[config.mk]
export PLATFORM = sky130hd
export DESIGN_NAME = evt_counter
export DESIGN_NICKNAME = d
export VERILOG_FILES = /design/src/rtl/evt_counter.sv
export SDC_FILE = /design/constraint.sdc
export NUM_CORES = 1
export LEC_CHECK = 0
export ABC_AREA = 1
export BUFFER_PORTS_ARGS = -buffer_cell sky130_fd_sc_hd__buf_2
export CAP_MARGIN = 20
export CORE_MARGIN = 3
export CORE_UTILIZATION = 58
export DETAILED_ROUTE_END_ITERATION = 10
export PLACE_DENSITY = 0.9
export SKIP_CTS_REPAIR_TIMING = 1
export SYNTH_ARGS = -nofsm -noshare
export SYNTH_HDL_FRONTEND = slang
export SYNTH_SLANG_ARGS = --single-unit
[constraint.sdc]
create_clock -name clk -period 1.95 [get_ports clk]
set_clock_uncertainty 0.05 [all_clocks]
set_input_delay 0.2925 -clock clk [delete_from_list [all_inputs] [get_ports clk]]
set_output_delay 0.2925 -clock clk [all_outputs]
set_load 0.02 [all_outputs]
[src/rtl/evt_counter.sv]
module evt_counter #(
  parameter logic [7:0] CTRL_ADDR = 8'h0D,
  parameter logic [7:0] LO_ADDR   = 8'h0E,
  parameter logic [7:0] HI_ADDR   = 8'h0F
) (
  input  logic       clk,
  input  logic       rst_n,
  input  logic       evt_in,
  input  logic [7:0] reg_addr,
  input  logic       reg_wr,
  input  logic [7:0] reg_wdata,
  output logic [7:0] reg_rdata
);
  localparam int CW = 16;
  localparam logic [CW-1:0] FULL = '1;

  logic [2:0]    sync_q;
  logic          pol_q, wmode_q, snap_q;
  logic [CW-1:0] cnt_q, hold_q;

  wire ctrl_wr = reg_wr && reg_addr == CTRL_ADDR;
  wire lo_wr   = reg_wr && wmode_q && reg_addr == LO_ADDR;
  wire hi_wr   = reg_wr && wmode_q && reg_addr == HI_ADDR;
  wire cnt_wr  = lo_wr || hi_wr;
  wire hit     = pol_q ? (sync_q[1] & ~sync_q[2]) : (~sync_q[1] & sync_q[2]);
  wire bump    = hit && !wmode_q && cnt_q != FULL;
  wire hold_ld = ctrl_wr && ((reg_wdata[3] && !snap_q) || (!reg_wdata[2] && wmode_q));

  always_ff @(posedge clk) begin
    if (!rst_n) begin
      sync_q  <= '0;
      pol_q   <= 1'b0;
      wmode_q <= 1'b0;
      snap_q  <= 1'b0;
      cnt_q   <= '0;
      hold_q  <= '0;
    end else begin
      sync_q <= {sync_q[1:0], evt_in};
      if (ctrl_wr) begin
        pol_q   <= reg_wdata[0];
        wmode_q <= reg_wdata[2];
        snap_q  <= reg_wdata[3];
      end
      if (hold_ld) hold_q <= cnt_q;
      if (lo_wr)      cnt_q[7:0]  <= reg_wdata;
      else if (hi_wr) cnt_q[15:8] <= reg_wdata;
      else if (bump)  cnt_q       <= cnt_q + 1'b1;
    end
  end

  always_comb begin
    case (reg_addr)
      CTRL_ADDR: reg_rdata = {4'b0, snap_q, wmode_q, 1'b0, pol_q};
      LO_ADDR:   reg_rdata = hold_q[7:0];
      HI_ADDR:   reg_rdata = hold_q[15:8];
      default:   reg_rdata = 8'h00;
    endcase
  end

  assert_saturate_R9: assert property (@(posedge clk) disable iff (!rst_n)
    (cnt_q == FULL && !cnt_wr) |=> cnt_q == FULL);

  assert_blocked_R6: assert property (@(posedge clk) disable iff (!rst_n)
    (wmode_q && !cnt_wr) |=> $stable(cnt_q));

  assert_step_one_R2: assert property (@(posedge clk) disable iff (!rst_n)
    !cnt_wr |=> (cnt_q == $past(cnt_q) || cnt_q == $past(cnt_q) + 1'b1));

  assert_hold_stable_R4: assert property (@(posedge clk) disable iff (!rst_n)
    !ctrl_wr |=> $stable(hold_q));

  assert_ignored_R8: assert property (@(posedge clk) disable iff (!rst_n)
    (!wmode_q && !hit) |=> $stable(cnt_q));
endmodule

==> results of run 1 <==
-- state kept, by name, summed over array words and instances (netlist names) --
register and flops:
wmode_q 1, cnt_q 16, snap_q 1, pol_q 1
hold_q 16, sync_q 3
-- routing by layer --
metal	global-route usage [%]	vias to the layer above	part of all wire [%]
met2	44.6	104	45
met4	5.96	0	1.3
met5	0	-	0
met1	34.5	1051	47
li1	-	1233	-
met3	4.76	10	6.7
-- layout by cell type (no fill, tap or decap), drive strengths merged --
| cell type | netlist | routed |
|---|---|---|
| xor2 | 1 | 1 |
| nor4 | 1 | 1 |
| clkinv | 0 | 2 |
| nand4 | 9 | 9 |
| nor3 | 1 | 1 |
| a21oi | 25 | 25 |
| nor2 | 43 | 43 |
| inv | 38 | 38 |
| o21bai | 4 | 4 |
| nand2 | 131 | 131 |
| bufinv | 0 | 1 |
| ha | 1 | 1 |
| buf | 5 | 36 |
| nand3 | 43 | 43 |
| nand3b | 2 | 2 |
| o21ai | 11 | 11 |
| dfxtp | 38 | 38 |
| or2 | 1 | 1 |
| o211ai | 2 | 2 |
| xnor2 | 1 | 1 |
| clkbuf | 3 | 5 |
| o22ai | 1 | 1 |
-- metrics by stage --
step	area (sq um)	util, %	instances	setup WS [ns]
global placement	2470	66.4	437	0.180
floorplan	2260	-	361	0.247
global route	2570	69.3	445	0.000222
detailed placement	2470	66.4	437	0.119
finish	2570	69.3	445	0.175
CTS	2570	69.3	445	0.186
-- critical path, cell delays in order, from the launching register on --
cell and delay, ns:
dfxtp_1 0.40, ha_1 0.22, nand2_1 0.12, nor2_4 0.15, nand2_4 0.07, inv_2 0.06, nand2_2 0.06, nand2_4 0.19
nand2_2 0.11, inv_2 0.13, nor2_1 0.06, nor2_1 0.07
-- cells by family after synthesis --
logic type,after synthesis,synth area share (%)
flops,38,33.6
buf+inv,46,8.85
xor+xnor,2,0.775
simple gates,231,45.8
compound gates,43,10.4
fa+ha+maj,1,0.553
-- cell type report --
type                       instances  area [sq um]  area share, %
timing repair buffer              36           203           7.87
clock inverter                     3          40.0           1.55
multi-input combinational        277          1300           50.5
sequential                        38           761           29.5
tap                               48          60.1           2.33
inverter                          38           143           5.54
clock buffer                       5          68.8           2.67
-- power groups by stage --
stage,Combinational [W],Sequential [W],Clock (W)
3_5_place_dp,0.000104,0.000814,0
4_1_cts,0.000105,0.000796,0.000662
5_1_grt,0.000119,0.000797,0.000700
3_3_place_gp,0.000101,0.000814,0
2_1_floorplan,0.0000626,0.000811,0
6_report,0.000106,0.000796,0.000658
-- worst max-delay path by stage --
| stage | endpoint | slack [ns] | cells past startpoint | start |
|---|---|---|---|---|
| after global routing | cnt_q[8] | 0.0002 | 11 | cnt_q[1] |
| final | cnt_q[9] | 0.18 | 11 | cnt_q[1] |
| after global placement | cnt_q[15] | 0.18 | 10 | reg_addr[5] |
| after detailed placement | cnt_q[9] | 0.12 | 9 | reg_addr[5] |
| after CTS | reg_rdata[0] | 0.19 | 6 | reg_addr[3] |
| after floorplan | reg_rdata[0] | 0.25 | 5 | reg_addr[5] |
==> impl_metrics.tcl, run 1 <==
set metrics [dict create \
    dieWidth_microns 68.4 \
    tns_ns 0 \
    synth_edf_count 0 \
    vias 2398 \
    syn_area_sq_um 2260 \
    setup_violations 0 \
    synthArstFlopShare_pct 0 \
    ys_warn_count 0 \
    r2r_setup_slack_ns 0.18 \
    yosysMostFrequentCell "nand2_1" \
    timing.final.crit_share_pct 91.0 \
    io-pin-count 28 \
    wirelength_mm 5.66 \
    r2r_end "cnt_q[9]" \
    clock_path_buffers 2 \
    worstHoldStart "evt_in" \
    synth_area_per_cell_sq_um 6.26 \
    netlist-cell-type-count 30 \
    hp-class "in -> reg" \
    hold_end "sync_q[0]" \
    cts_sinks 38 \
    die_area_sq_um 4680 \
    via_per_inst 5.39 \
    grt_overflow 0 \
    gp_congestion 0.990 \
    p_sw_w 0.000360 \
    hold_viol 0 \
    first_pass_iters 5 \
    clk_pin_slew_worst_paths_ns 0.08 \
    power_frac_comb_pct 6.8 \
    fin_nets 417 \
    outcome "completed" \
    syn_nets 382 \
    ys_seq_area_share_pct 33.6 \
    r2r_cells 11 \
    row_count 22 \
    ys_ff_latch 38 \
    grt.total_usage_pct 26.3 \
    cp-end-kind "register" \
    synthTopCellsByArea "dfxtp_1 (34%), nand2_1 (21%), nand3_1 (8.9%), nor2_1 (6.3%), inv_1 (5.6%)" \
    core_sq_um 3720 \
    ir_worst_vdd_v 0.000374 \
    root_buffer "clkbuf_8" \
    cts_tree "built" \
    clkPwrFrac_pct 42.2 \
    synth_top_cell_by_area "dfxtp_1" \
    port_buffers 27 \
    yosys.area.top_type_share_pct 33.6 \
    synthFlopType "dfxtp_1" \
    crit_arrival_ns 1.95 \
    slew_headroom_pct 74.3 \
    ant_nets 0 \
    fp.dieH_microns 68.4 \
    syn2layout_area_growth_pct 13.9 \
    grt_start_max_net_pins 24 \
    final_max_slew_viol_count 0 \
    synthTopCellsByCount "nand2_1 (126), nand3_1 (40), dfxtp_1 (38), nor2_1 (38), inv_1 (34)" \
    power_w 0.00156 \
    min_path_cells 3 \
    antenna_cells 0 \
    rsz0062_at_grt "no" \
    insertion_delay_ns 0.29 \
    p_leak_nw 1.18 \
    h-tree-depth 2 \
    fmax_mhz 563 \
    drc 0 \
    p_sw_share_pct 23.1 \
    min_period_ns 1.77 \
    antenna_found_initial 0 \
    synthesis.instances 361 \
    initial_core_util_pct 60.8 \
    seq_power_share_pct 51.0 \
    fillers 330 \
    whs_ns 0.156 \
    cp-start-kind "register" \
    grt_pass1_wl_mm 9.27 \
    max_slew.worst_pin.slew_ns 0.385 \
    grt_pass1_vias 2054 \
    cap_viol_max_count 0 \
    p_int_w 0.00120 \
    drive_above_1_share_pct 15.9 \
    regToRegStartpoint "cnt_q[1]" \
    p_per_area_nw_per_um2 606 \
    crit_required_ns 2.13 \
    cp_max_fo 17 \
    cts_buffers 5 \
    dp_hpwl_mm 4.33 \
    wl_per_cell_microns 12.7 \
    critical_path_class "reg -> reg" \
    drtIter0Drc 186 \
]
No activity file was read; power rests on OpenSTA's default activity.
==> run 2: changes to the inputs <==
--- a/constraint.sdc
+++ b/constraint.sdc
@@ -3,3 +3,3 @@
 set_input_delay 0.2925 -clock clk [delete_from_list [all_inputs] [get_ports clk]]
 set_output_delay 0.2925 -clock clk [all_outputs]
-set_load 0.02 [all_outputs]
+set_load 0.1 [all_outputs]
==> run 2 against run 1 <==
Sequential power barely moved. Highest routed layer unchanged. Register-to-register slack gained 0.03 ns. Via count up 0.50%. Critical path type is now in -> out. Non-clock buffer count is 6 lower. Global-route usage rose by 1.5 points. Combinational power up 7%. Clock power down 15%.
==> impl_metrics.tcl, run 2 (same netlist as run 1, synthesis figures left out) <==
set metrics [dict create \
    cts_tree "built" \
    cts_buffers 5 \
    max_slew.worst_pin.slew_ns 0.714 \
    core_sq_um 3720 \
    seq_power_share_pct 54.4 \
    fin_nets 411 \
    hold_viol 0 \
    critical_path_class "in -> out" \
    min_period_ns 1.78 \
    die_area_sq_um 4680 \
    slew_headroom_pct 52.4 \
    grt_pass1_wl_mm 9.68 \
    gp_congestion 0.961 \
    crit_arrival_ns 1.43 \
    vias 2410 \
    ir_worst_vdd_v 0.000494 \
    crit_required_ns 1.61 \
    ant_nets 0 \
    timing.final.crit_share_pct 91.0 \
    grt.total_usage_pct 27.9 \
    p_leak_nw 1.16 \
    power_frac_comb_pct 7.7 \
    drc 0 \
    via_per_inst 5.49 \
    p_sw_share_pct 24.4 \
    grt_pass1_vias 2140 \
    drive_above_1_share_pct 17.1 \
    io-pin-count 28 \
    antenna_found_initial 0 \
    dieWidth_microns 68.4 \
    whs_ns 0.140 \
    root_buffer "clkbuf_8" \
    cp-start-kind "input port" \
    grt_overflow 0 \
    initial_core_util_pct 60.8 \
    busiest_layer "met2" \
    insertion_delay_ns 0.29 \
    grt_start_max_net_pins 24 \
    antenna_cells 0 \
    dp_hpwl_mm 4.42 \
    rsz0062_at_grt "no" \
    cts_sinks 38 \
    p_per_area_nw_per_um2 544 \
    clkPwrFrac_pct 37.9 \
    setup_violations 0 \
    clock_path_buffers 2 \
    port_buffers 27 \
    gr-usage-met3_pct 4.76 \
    wl_per_cell_microns 13.2 \
    cp_max_fo 7 \
    drtIter0Drc 159 \
    fmax_mhz 563 \
    outcome "completed" \
    cap_viol_max_count 0 \
    final_cell_mix "nand2_1 (119), nand3_1 (39), dfxtp_1 (38)" \
    final_common_cell "nand2_1" \
    final_max_slew_viol_count 0 \
    top_regs "cnt_q x16, hold_q x16, sync_q x3" \
    p_int_w 0.00111 \
    hp-class "in -> reg" \
    fp.dieH_microns 68.4 \
    clk_pin_slew_worst_paths_ns 0.07 \
    use_met2_pct 48.7 \
    syn2layout_area_growth_pct 19.4 \
    row_count 22 \
    first_pass_iters 4 \
    wirelength_mm 5.79 \
    p_sw_w 0.000358 \
    tns_ns 0 \
    met1_usage_pct 34.1 \
    h-tree-depth 2 \
    cp-end-kind "primary output" \
]
## run 2: changes by cell type in the layout (fill, tap and decap cells not counted), moves of 2 or more
cell and delta:
buf_12 +8, nor2_4 +3, nand2_2 +6, nand2_8 +2
nor2_1 -2, buf_2 -8, buf_4 -6, nand2_1 -7
## run 2: power by group through the flow
stage               sequential (W)  combinational (W)  clock [W]
floorplan                 0.000811          0.0000683          0
detailed placement        0.000815           0.000110          0
global placement          0.000815           0.000107          0
global route              0.000799           0.000125   0.000602
CTS                       0.000797           0.000111   0.000562
finish                    0.000798           0.000113   0.000557
## run 2: per-layer routing
metal	vias up	wire length, microns
li1	1219	-
met1	1085	2410
met2	89	2810
met3	17	430
met4	0	143
met5	-	0
## run 2: final cells by class
type	instances	area, sq um
clock buffers	7	86.3
multi-input cells	277	1370
flip-flops and latches	38	761
repair buffers	30	278
fillers	324	1020
clock inverters	1	5.00
inverters	38	145
well taps	48	60.1
## run 2: through the flow
step                      cells  total power [W]  worst slack [ns]  util (%)  area (sq um)
after global routing        439          0.00153            0.0185      72.7          2700
after detailed placement    431         0.000925             0.126      70.0          2600
after global placement      431         0.000922             0.194      70.0          2600
final                       439          0.00147             0.175      72.7          2700
after CTS                   439          0.00147             0.158      72.4          2690
after floorplan             361         0.000880            -0.531         -          2320
## run 2: final timing paths
check	slack, ns	end	from	cells past startpoint
worst min-delay path	0.14	sync_q[0]	evt_in	3
worst max register to register	0.21	cnt_q[12]	cnt_q[1]	11
worst max-delay path	0.17	reg_rdata[0]	reg_addr[4]	8
worst min register to register	0.37	sync_q[1]	sync_q[0]	2
## run 2: critical path: stages
cell and delay, ns:
buf_2 0.11, nor2_4 0.09, nand2_2 0.10, nor4_1 0.18
buf_4 0.19, nand2_1 0.08, o211ai_1 0.15, buf_12 0.22
